## config.mk

```make
export PLATFORM = sky130hd
export DESIGN_NAME = cfg_tile8
export DESIGN_NICKNAME = d
export VERILOG_FILES = /design/src/rtl/tile_pkg.sv /design/src/rtl/tile_ctl.sv /design/src/rtl/tile_dp.sv /design/src/rtl/cfg_tile8.sv
export SDC_FILE = /design/constraint.sdc
export NUM_CORES = 1
export LEC_CHECK = 0
export ABC_AREA = 1
export BUFFER_PORTS_ARGS = -buffer_cell sky130_fd_sc_hd__buf_2
export CAP_MARGIN = 20
export CORE_MARGIN = 4
export CORE_UTILIZATION = 58
export CTS_BUF_LIST = sky130_fd_sc_hd__clkbuf_16
export DETAILED_ROUTE_END_ITERATION = 16
export GPL_TIMING_DRIVEN = 0
export PLACE_DENSITY = 0.81
export SYNTH_ARGS = -nofsm -noshare
export SYNTH_HDL_FRONTEND = slang
export SYNTH_HIERARCHICAL = 1
export SYNTH_SLANG_ARGS = --single-unit
```

## constraint.sdc

```tcl
create_clock -name clk -period 2.99 [get_ports clk]
set_clock_uncertainty 0.15 [all_clocks]
set_input_delay 0.299 -clock clk [delete_from_list [all_inputs] [get_ports clk]]
set_output_delay 0.299 -clock clk [all_outputs]
set_load 0.01 [all_outputs]
```

## src/rtl/tile_pkg.sv

```systemverilog
package tile_pkg;
  localparam int AW = 3;

  typedef enum logic [1:0] {
    FN_TIMER = 2'd0,
    FN_COUNT = 2'd1,
    FN_PWM   = 2'd2,
    FN_LFSR  = 2'd3
  } fn_e;

  localparam logic [AW-1:0] A_CNT  = 3'd0;
  localparam logic [AW-1:0] A_PER  = 3'd1;
  localparam logic [AW-1:0] A_CMP  = 3'd2;
  localparam logic [AW-1:0] A_CSR  = 3'd3;
  localparam logic [AW-1:0] A_FN   = 3'd4;
  localparam logic [AW-1:0] A_LINK = 3'd5;
  localparam logic [AW-1:0] A_SRC  = 3'd6;
  localparam logic [AW-1:0] A_OE   = 3'd7;
endpackage

```

## src/rtl/tile_ctl.sv

```systemverilog
module tile_ctl
  import tile_pkg::*;
#(
  parameter int W = 8
) (
  input  logic          clk,
  input  logic          rst_n,
  input  logic          wr,
  input  logic [AW-1:0] addr,
  input  logic [W-1:0]  wdata,
  input  logic          irq_set,
  output logic [W-1:0]  csr_q,
  output logic [W-1:0]  fn_q,
  output logic [W-1:0]  link_q,
  output logic [W-1:0]  src_q,
  output logic [W-1:0]  oe_q
);
  logic [W-1:0] csr_d, fn_d, link_d, src_d, oe_d;
  logic         clr_wr;

  assign clr_wr = wr && (addr == A_CSR) && wdata[W-1];

  always_comb begin
    csr_d  = csr_q;
    fn_d   = fn_q;
    link_d = link_q;
    src_d  = src_q;
    oe_d   = oe_q;
    if (wr) begin
      case (addr)
        A_CSR: begin
          csr_d[W-2:0] = wdata[W-2:0];
          if (wdata[W-1]) csr_d[W-1] = 1'b0;
        end
        A_FN:    fn_d   = wdata;
        A_LINK:  link_d = wdata;
        A_SRC:   src_d  = wdata;
        A_OE:    oe_d   = wdata;
        default: ;
      endcase
    end
    if (irq_set) csr_d[W-1] = 1'b1;
  end

  always_ff @(posedge clk or negedge rst_n) begin
    if (!rst_n) begin
      csr_q  <= '0;
      fn_q   <= '0;
      link_q <= '0;
      src_q  <= '0;
      oe_q   <= '0;
    end else begin
      csr_q  <= csr_d;
      fn_q   <= fn_d;
      link_q <= link_d;
      src_q  <= src_d;
      oe_q   <= oe_d;
    end
  end

  // the flag survives any cycle without a clearing write
  p_irq_sticky_r9: assert property (@(posedge clk) disable iff (!rst_n)
    (csr_q[W-1] && !clr_wr) |=> csr_q[W-1]);

  // a terminal event always lands in the flag
  p_irq_set_r9: assert property (@(posedge clk) disable iff (!rst_n)
    irq_set |=> csr_q[W-1]);
endmodule

```

## src/rtl/tile_dp.sv

```systemverilog
module tile_dp
  import tile_pkg::*;
#(
  parameter int W = 8
) (
  input  logic          clk,
  input  logic          rst_n,
  input  logic          wr,
  input  logic [AW-1:0] addr,
  input  logic [W-1:0]  wdata,
  input  fn_e           fn,
  input  logic          en,
  input  logic          tick,
  input  logic          data_in,
  input  logic          lo_link,
  input  logic          hi_link,
  input  logic          tc_in,
  input  logic          rld_in,
  output logic [W-1:0]  cnt_q,
  output logic [W-1:0]  per_q,
  output logic [W-1:0]  cmp_q,
  output logic          tc_out,
  output logic          rld_out,
  output logic          irq_set,
  output logic          raw0,
  output logic          raw1
);
  logic [W-1:0] cnt_d, per_d, cmp_d;
  logic         din_q;
  logic         is_lfsr, gate, step, at_zero, wrap, top, reload, fb;
  logic         wr_cnt, wr_cmp, cap;

  assign is_lfsr = (fn == FN_LFSR);
  assign gate    = (fn == FN_COUNT) ? data_in : 1'b1;
  assign step    = en && tick && (is_lfsr || (gate && (!lo_link || tc_in)));
  assign at_zero = (cnt_q == '0);
  assign wrap    = step && !is_lfsr && at_zero;
  assign top     = !hi_link;
  assign reload  = top ? wrap : (rld_in && step);
  assign fb      = ^(cnt_q & per_q);
  assign wr_cnt  = wr && (addr == A_CNT);
  assign wr_cmp  = wr && (addr == A_CMP);
  assign cap     = (fn == FN_TIMER) && data_in && !din_q;

  assign tc_out  = wrap;
  assign rld_out = top ? wrap : rld_in;
  assign irq_set = top && wrap;
  assign raw0    = wrap;
  assign raw1    = is_lfsr ? cnt_q[W-1] : ((fn == FN_PWM) && (cnt_q > cmp_q));

  always_comb begin
    cnt_d = cnt_q;
    per_d = per_q;
    cmp_d = cmp_q;
    if (wr_cnt)            cnt_d = wdata;
    else if (step) begin
      if (is_lfsr)         cnt_d = {cnt_q[W-2:0], fb};
      else if (reload)     cnt_d = per_q;
      else                 cnt_d = cnt_q - 1'b1;
    end
    if (wr && (addr == A_PER)) per_d = wdata;
    if (wr_cmp)            cmp_d = wdata;
    else if (cap)          cmp_d = cnt_q;
  end

  always_ff @(posedge clk or negedge rst_n) begin
    if (!rst_n) begin
      cnt_q <= '0;
      per_q <= '0;
      cmp_q <= '0;
      din_q <= 1'b0;
    end else begin
      cnt_q <= cnt_d;
      per_q <= per_d;
      cmp_q <= cmp_d;
      din_q <= data_in;
    end
  end

  // terminal step in the top tile brings back the period
  p_reload_r3: assert property (@(posedge clk) disable iff (!rst_n)
    (wrap && top && !wr_cnt) |=> (cnt_q == $past(per_q)));

  // no step source or no enable means the count holds
  p_idle_r4: assert property (@(posedge clk) disable iff (!rst_n)
    (!(en && tick) && !wr_cnt) |=> $stable(cnt_q));

  // a follower tile waits for the carry from below
  p_chain_wait_r10: assert property (@(posedge clk) disable iff (!rst_n)
    (lo_link && !tc_in && !is_lfsr && !wr_cnt) |=> $stable(cnt_q));

  // rising data edge in timer mode snapshots the count
  p_capture_r6: assert property (@(posedge clk) disable iff (!rst_n)
    (cap && !wr_cmp) |=> (cmp_q == $past(cnt_q)));

  // sequencer moves every bit one place up
  p_shift_r8: assert property (@(posedge clk) disable iff (!rst_n)
    (is_lfsr && step && !wr_cnt) |=> (cnt_q[W-1:1] == $past(cnt_q[W-2:0])));
endmodule

```

## src/rtl/cfg_tile8.sv

```systemverilog
module cfg_tile8
  import tile_pkg::*;
#(
  parameter int W = 8
) (
  input  logic          clk,
  input  logic          rst_n,
  input  logic          bus_wr,
  input  logic [AW-1:0] bus_addr,
  input  logic [W-1:0]  bus_wdata,
  output logic [W-1:0]  bus_rdata,
  input  logic          tick_in,
  input  logic          data_in,
  input  logic          chain_tc_in,
  input  logic          chain_rld_in,
  output logic          chain_tc_out,
  output logic          chain_rld_out,
  output logic          out0,
  output logic          out1,
  output logic          irq
);
  localparam int SYNC = 2;

  logic [SYNC-1:0] rst_sync;
  logic            rst_i;
  logic [W-1:0]    csr_q, fn_q, link_q, src_q, oe_q;
  logic [W-1:0]    cnt_q, per_q, cmp_q;
  logic            irq_set, raw0, raw1;

  always_ff @(posedge clk or negedge rst_n) begin
    if (!rst_n) rst_sync <= '0;
    else        rst_sync <= {rst_sync[SYNC-2:0], 1'b1};
  end
  assign rst_i = rst_sync[SYNC-1];

  tile_ctl #(.W(W)) u_ctl (
    .clk     (clk),
    .rst_n   (rst_i),
    .wr      (bus_wr),
    .addr    (bus_addr),
    .wdata   (bus_wdata),
    .irq_set (irq_set),
    .csr_q   (csr_q),
    .fn_q    (fn_q),
    .link_q  (link_q),
    .src_q   (src_q),
    .oe_q    (oe_q)
  );

  tile_dp #(.W(W)) u_dp (
    .clk     (clk),
    .rst_n   (rst_i),
    .wr      (bus_wr),
    .addr    (bus_addr),
    .wdata   (bus_wdata),
    .fn      (fn_e'(fn_q[1:0])),
    .en      (csr_q[0]),
    .tick    (tick_in | src_q[0]),
    .data_in (data_in),
    .lo_link (link_q[0]),
    .hi_link (link_q[1]),
    .tc_in   (chain_tc_in),
    .rld_in  (chain_rld_in),
    .cnt_q   (cnt_q),
    .per_q   (per_q),
    .cmp_q   (cmp_q),
    .tc_out  (chain_tc_out),
    .rld_out (chain_rld_out),
    .irq_set (irq_set),
    .raw0    (raw0),
    .raw1    (raw1)
  );

  always_comb begin
    case (bus_addr)
      A_CNT:   bus_rdata = cnt_q;
      A_PER:   bus_rdata = per_q;
      A_CMP:   bus_rdata = cmp_q;
      A_CSR:   bus_rdata = csr_q;
      A_FN:    bus_rdata = fn_q;
      A_LINK:  bus_rdata = link_q;
      A_SRC:   bus_rdata = src_q;
      default: bus_rdata = oe_q;
    endcase
  end

  assign out0 = raw0 & oe_q[0];
  assign out1 = raw1 & oe_q[1];
  assign irq  = csr_q[W-1];

  // a tile with an upper neighbour never raises its own interrupt
  p_no_irq_below_r10: assert property (@(posedge clk) disable iff (!rst_i)
    (link_q[1] && !irq) |=> (!irq || $past(bus_wr && bus_addr == A_LINK)));
endmodule

```

Word level (Yosys, flattened, before mapping)
Index checks and enable logic that the tools add are counted.
W data, S select, Z words.
{"block": "word_totals", "output_inout_bits": 13, "in_bits": 18, "word_cells": 76, "reg_bits": 67}
{"block": "classes", "mux": 15, "magnitude_cmp": 1, "n_bitwise": 4, "eq_ne": 10, "addsub": 1, "n_reduce_logical": 34}
{"cell": "$mux W8", "n": 8}
{"cell": "$pmux W8 S7", "n": 1}
{"cell": "$logic_and A1 B1 Y1", "n": 13}
{"cell": "$eq A3 B3 Y1 const B", "n": 4}
{"cell": "$reduce_and A2 Y1", "n": 5}
{"cell": "$reduce_bool A2 Y1", "n": 5}
{"cell": "$and A8 B8 Y8", "n": 1}
{"cell": "$gt A8 B8 Y1", "n": 1}
{"cell": "$logic_not A8 Y1", "n": 1}
{"cell": "$reduce_xor A8 Y1", "n": 1}
{"cell": "$sub A8 B1 Y8 const B", "n": 1}
{"cell": "$eq A3 B2 Y1 const B", "n": 2}
{"cell": "$mux W1", "n": 6}
{"cell": "$eq A2 B2 Y1 const B", "n": 2}
{"cell": "$logic_not A1 Y1", "n": 4}
{"cell": "$eq A3 B1 Y1 const B", "n": 1}
{"cell": "$logic_not A3 Y1", "n": 1}
{"cell": "$reduce_and A3 Y1", "n": 1}
{"cell": "$and A1 B1 Y1", "n": 2}
{"cell": "$eq A2 B1 Y1 const B", "n": 1}
{"cell": "$logic_not A2 Y1", "n": 1}
{"cell": "$logic_or A1 B1 Y1", "n": 2}
{"cell": "$or A1 B1 Y1", "n": 1}

Longest topological paths before layout
{"block": "logic_depth", "ltp_word": 12, "ltp_mapped": 13}

Hierarchy
The synthesis kept the hierarchy.
{"mod": "tile_dp", "area_per_inst_um2": 1986.9, "seq_area_each_um2": 625.6, "instances": 1, "cells_per_inst": 293}
{"mod": "tile_ctl", "area_per_inst_um2": 1575.3, "seq_area_each_um2": 1001.0, "instances": 1, "cells_per_inst": 174}
{"mod": "cfg_tile8", "area_per_inst_um2": 797.0, "seq_area_each_um2": 50.0, "instances": 1, "cells_per_inst": 147}

Worst setup path after synthesis
Ideal clock, no wire load.
{"block": "synth_timing", "path_type": "register to output", "from": "reg u_dp.cnt_q[2]", "to": "out out1", "path_stages_with_launch": 10, "path_buffers": 0, "slack_ns": 1.172, "arrival_ns": 1.369, "t_required_ns": 2.541, "path_cell_list": "dfrtp_1 ha_1 nand2_1 o21ai_0 nand2_1 o211ai_1 nand3_1 o22ai_1 nand2_1 inv_1"}
{"block": "synth_between", "elab_chain_cells": 4}
{"element": "start, declared", "line_no": "tile_dp.sv:19", "rtl": "output logic [W-1:0] cnt_q,"}
{"element": "start signal, assigned", "line_no": "tile_dp.sv:73", "rtl": "cnt_q <= cnt_d;"}
{"element": "$gt A8 B8 Y1", "line_no": "tile_dp.sv:49", "rtl": "assign raw1 = is_lfsr ? cnt_q[W-1] : ((fn == FN_PWM) && (cnt_q > cmp_q));"}
{"element": "$logic_and A1 B1 Y1", "line_no": "tile_dp.sv:49"}
{"element": "$mux W1", "line_no": "tile_dp.sv:49"}
{"element": "named net raw1", "line_no": "cfg_tile8.sv:28", "rtl": "logic irq_set, raw0, raw1;"}
{"element": "$and A1 B1 Y1", "line_no": "cfg_tile8.sv:88", "rtl": "assign out1 = raw1 & oe_q[1];"}
{"element": "end, declared", "line_no": "cfg_tile8.sv:19", "rtl": "output logic out1,"}
The timed path passes the listed nets, and every way through them passes these cells.

Worst setup path after layout
{"block": "layout_timing", "from": "reg u_dp.cnt_q[0]", "to": "out out1"}
The elaborated chain is that of the path after synthesis.

==> results.sh <==
export IMPL_vias_per_cell=5.92
export IMPL_ant_nets=0
export IMPL_cts_sink_count=67
export IMPL_drt_iter0_drc=522
export IMPL_worst_setup_path_start_kind="flop"
export IMPL_hold_viol=0
export IMPL_clock_path_buffers=2
export IMPL_rsz0062_at_grt="false"
export IMPL_synth_seq_cells=67
export IMPL_synthArstFlopShare_pct=100
export IMPL_power_frac_comb_pct=35.0
export IMPL_yosysSeqAreaShare_pct=38.5
export IMPL_post_route_drc_count=0
export IMPL_dp_hpwl_um=9440
export IMPL_synth_distinct_cells=35
export IMPL_diodes=0
export IMPL_grt_max_degree=66
export IMPL_netlist_area_leader_share_pct=38.5
export IMPL_maxCapViolCount=0
export IMPL_period_share_pct=84.2
export IMPL_start_util_pct=59.8
export IMPL_post_synth_inst_count=614
export IMPL_synth_edf_count=0
export IMPL_globalRouteTotalUtil_pct=31.6
export IMPL_ys_top_cells_by_area="dfrtp_1, nand2_1, inv_1"
export IMPL_design_core_area_um2=7290
export IMPL_cts_resized=0
export IMPL_grt_pass1_vias=4206
export IMPL_ios=31
export IMPL_postCtsSetupRepairBufs=0
export IMPL_p_total_mw=3.78
export IMPL_avgSynthCellArea_um2=7.10
export IMPL_die_y_um=94.7
export IMPL_path_max_fanout=7
export IMPL_die_area_um2=8970
export IMPL_fmax_ghz=0.397
export IMPL_num_vias=4506
export IMPL_tightest_slew_ps=843
export IMPL_finalWorstPathRequiredPeriod_ps=2520
export IMPL_status="finished clean"
export IMPL_hp_class="input port to async pin"
export IMPL_maxSlewHeadroom_pct=43.8
export IMPL_wirelength_um=13300
export IMPL_clk_latency_ps=330
export IMPL_drive_gt1_share_pct=15.0
export IMPL_hold_buffers=2
export IMPL_ir_drop_v=0.000414
export IMPL_seqPwrFrac_pct=37.2
export IMPL_synthFlopType="dfrtp_1"
export IMPL_stdcell_count=761
export IMPL_synth_warning_count=6
export IMPL_p_int_mw=2.28
export IMPL_cts_buffers=9
export IMPL_p_per_area_nw_per_um2=763
export IMPL_port_buffers=30
export IMPL_nets=685
export IMPL_crit_type="flop to primary output"
export IMPL_synth_top_cell_by_area="dfrtp_1"
export IMPL_grt_pass1_wl_um=21400
export IMPL_setup_viol=0
export IMPL_switchingPower_mw=1.50
export IMPL_globalplace_congestion=0.972
export IMPL_worst_ep_arrival_time_ps=2070
export IMPL_routedWlPerCell_um=17.4
export IMPL_syn_area_um2=4360
export IMPL_syn_to_final_growth_pct=13.6
export IMPL_p_clk_share_pct=27.8
export IMPL_h_tree_depth=3
export IMPL_dp_cells=743
export IMPL_syn_num_nets=642
export IMPL_end_kind="primary output"
export IMPL_antenna_found_initial=0
export IMPL_fillers=663
export IMPL_cellLeakagePower_nw=2.72
export IMPL_grt_overflow_total=0
export IMPL_clk_pin_slew_ps=60
export IMPL_tns_ps=0
export IMPL_drv_slew=0
export IMPL_cts_tree="yes"
export IMPL_die_x_um=94.7
export IMPL_switching_share_pct=39.6
export IMPL_first_pass_iters=5
export IMPL_cp_required_ps=2540
export IMPL_cts_root_buffer="clkbuf_16"
export IMPL_rows=31
[worst max-delay path: stages (launching register included)]
cell and delay (ps):
dfrtp_1 430, inv_1 170, ha_1 230, inv_1 50, a21oi_1 50, o21ai_0 150
nand2_1 70, o211ai_1 100, nand3_1 110, o22ai_1 120, nand2_1 70, inv_1 60
buf_2 120
[kinds of logic (layout without fill, tap and decap cells)]
kind of cell	after synthesis	in the layout	synth area share [%]
AOI/OAI and AO/OA	79	79	10.2
xor gates and xnor gates	6	6	1.21
adders and majority gates	10	10	2.87
buffers and inverters	104	152	10.9
DFF	67	67	38.5
other	1	1	0.0860
and+or+nand+nor	347	347	36.3
[worst paths after layout]
path,startpoint,to,slack (ps),cells after the start
worst max register to register,u_dp/cnt_q[0],u_dp/cnt_q[3],870,13
min in group clk,bus_wdata[0],u_ctl/oe_q[0],140,3
worst min register to register,rst_sync[0],rst_sync[1],220,0
worst max-delay path,u_dp/cnt_q[0],out1,470,12
worst min-delay path,rst_n,rst_sync[0],130,2
max in group asynchronous,rst_sync[1],u_ctl/csr_q[2],1850,0
[flip-flops by register name (all words and copies together) (netlist names), 2 cells and up]
register	count
u_dp/cmp_q	8
u_ctl/link_q	8
rst_sync	2
u_dp/per_q	8
u_ctl/src_q	8
u_dp/cnt_q	8
u_ctl/csr_q	8
u_ctl/fn_q	8
u_ctl/oe_q	8
[cells in the mapped netlist, types with 10 or more instances]
cell       n
dfrtp_1   67
o21ai_1   14
nor2_1    37
a21oi_1   13
buf_2     10
o21ai_0   36
o22ai_1   10
nand4_1   42
nand3_1   43
nand2_1  202
ha_1      10
inv_1     74
[final cells by class]
type	count	area, um^2	share of cell area, %
clock buffers	9	225	4.55
flip-flops and latches	67	1680	33.9
repair buffers	32	170	3.44
multi-input cells	443	2210	44.6
well taps	99	124	2.50
clock inverters	7	70.1	1.41
inverters	81	312	6.29
plain buffers	23	164	3.31
[layer usage]
layer,routed length (um),track usage (%)
met3,1340,6.77
met4,540,14.9
met2,5990,48.2
met1,5380,42.7
met5,0,0
[power by group through the flow]
stage                     clock network [mW]  registers (mW)  logic [mW]
after floorplan                            0            1.31       0.991
after global placement                     0            1.41        1.23
after detailed placement                   0            1.41        1.28
after CTS                               1.05            1.40        1.29
after global routing                    1.11            1.43        1.49
final                                   1.05            1.40        1.32
[through the flow]
step | cell area [um^2] | util, % | hold slack [ps] | worst slack, ps
global placement | 4630 | 63.5 | -65.7 | 92.4
global route | 4950 | 67.9 | 145 | 311
finish | 4950 | 67.9 | 130 | 474
detailed placement | 4640 | 63.6 | -60.5 | 833
CTS | 4950 | 67.9 | 129 | 483
floorplan | 4360 | - | -147 | 836
[layout by cell type, fill, tap and decap left out, drive strengths merged]
cell type      n
nand2        212
inv           81
dfrtp         67
buf           51
o21ai         50
nand3         46
nor2          43
nand4         42
a21oi         14
clkbuf        11
o22ai         10
ha            10
xor2           5
o211ai         5
clkinvlp       3
nor3           3
clkinv         3
dlygate4sd3    2
or2            1
bufinv         1
conb           1
xnor2          1
(Power assumes the default switching activity.)
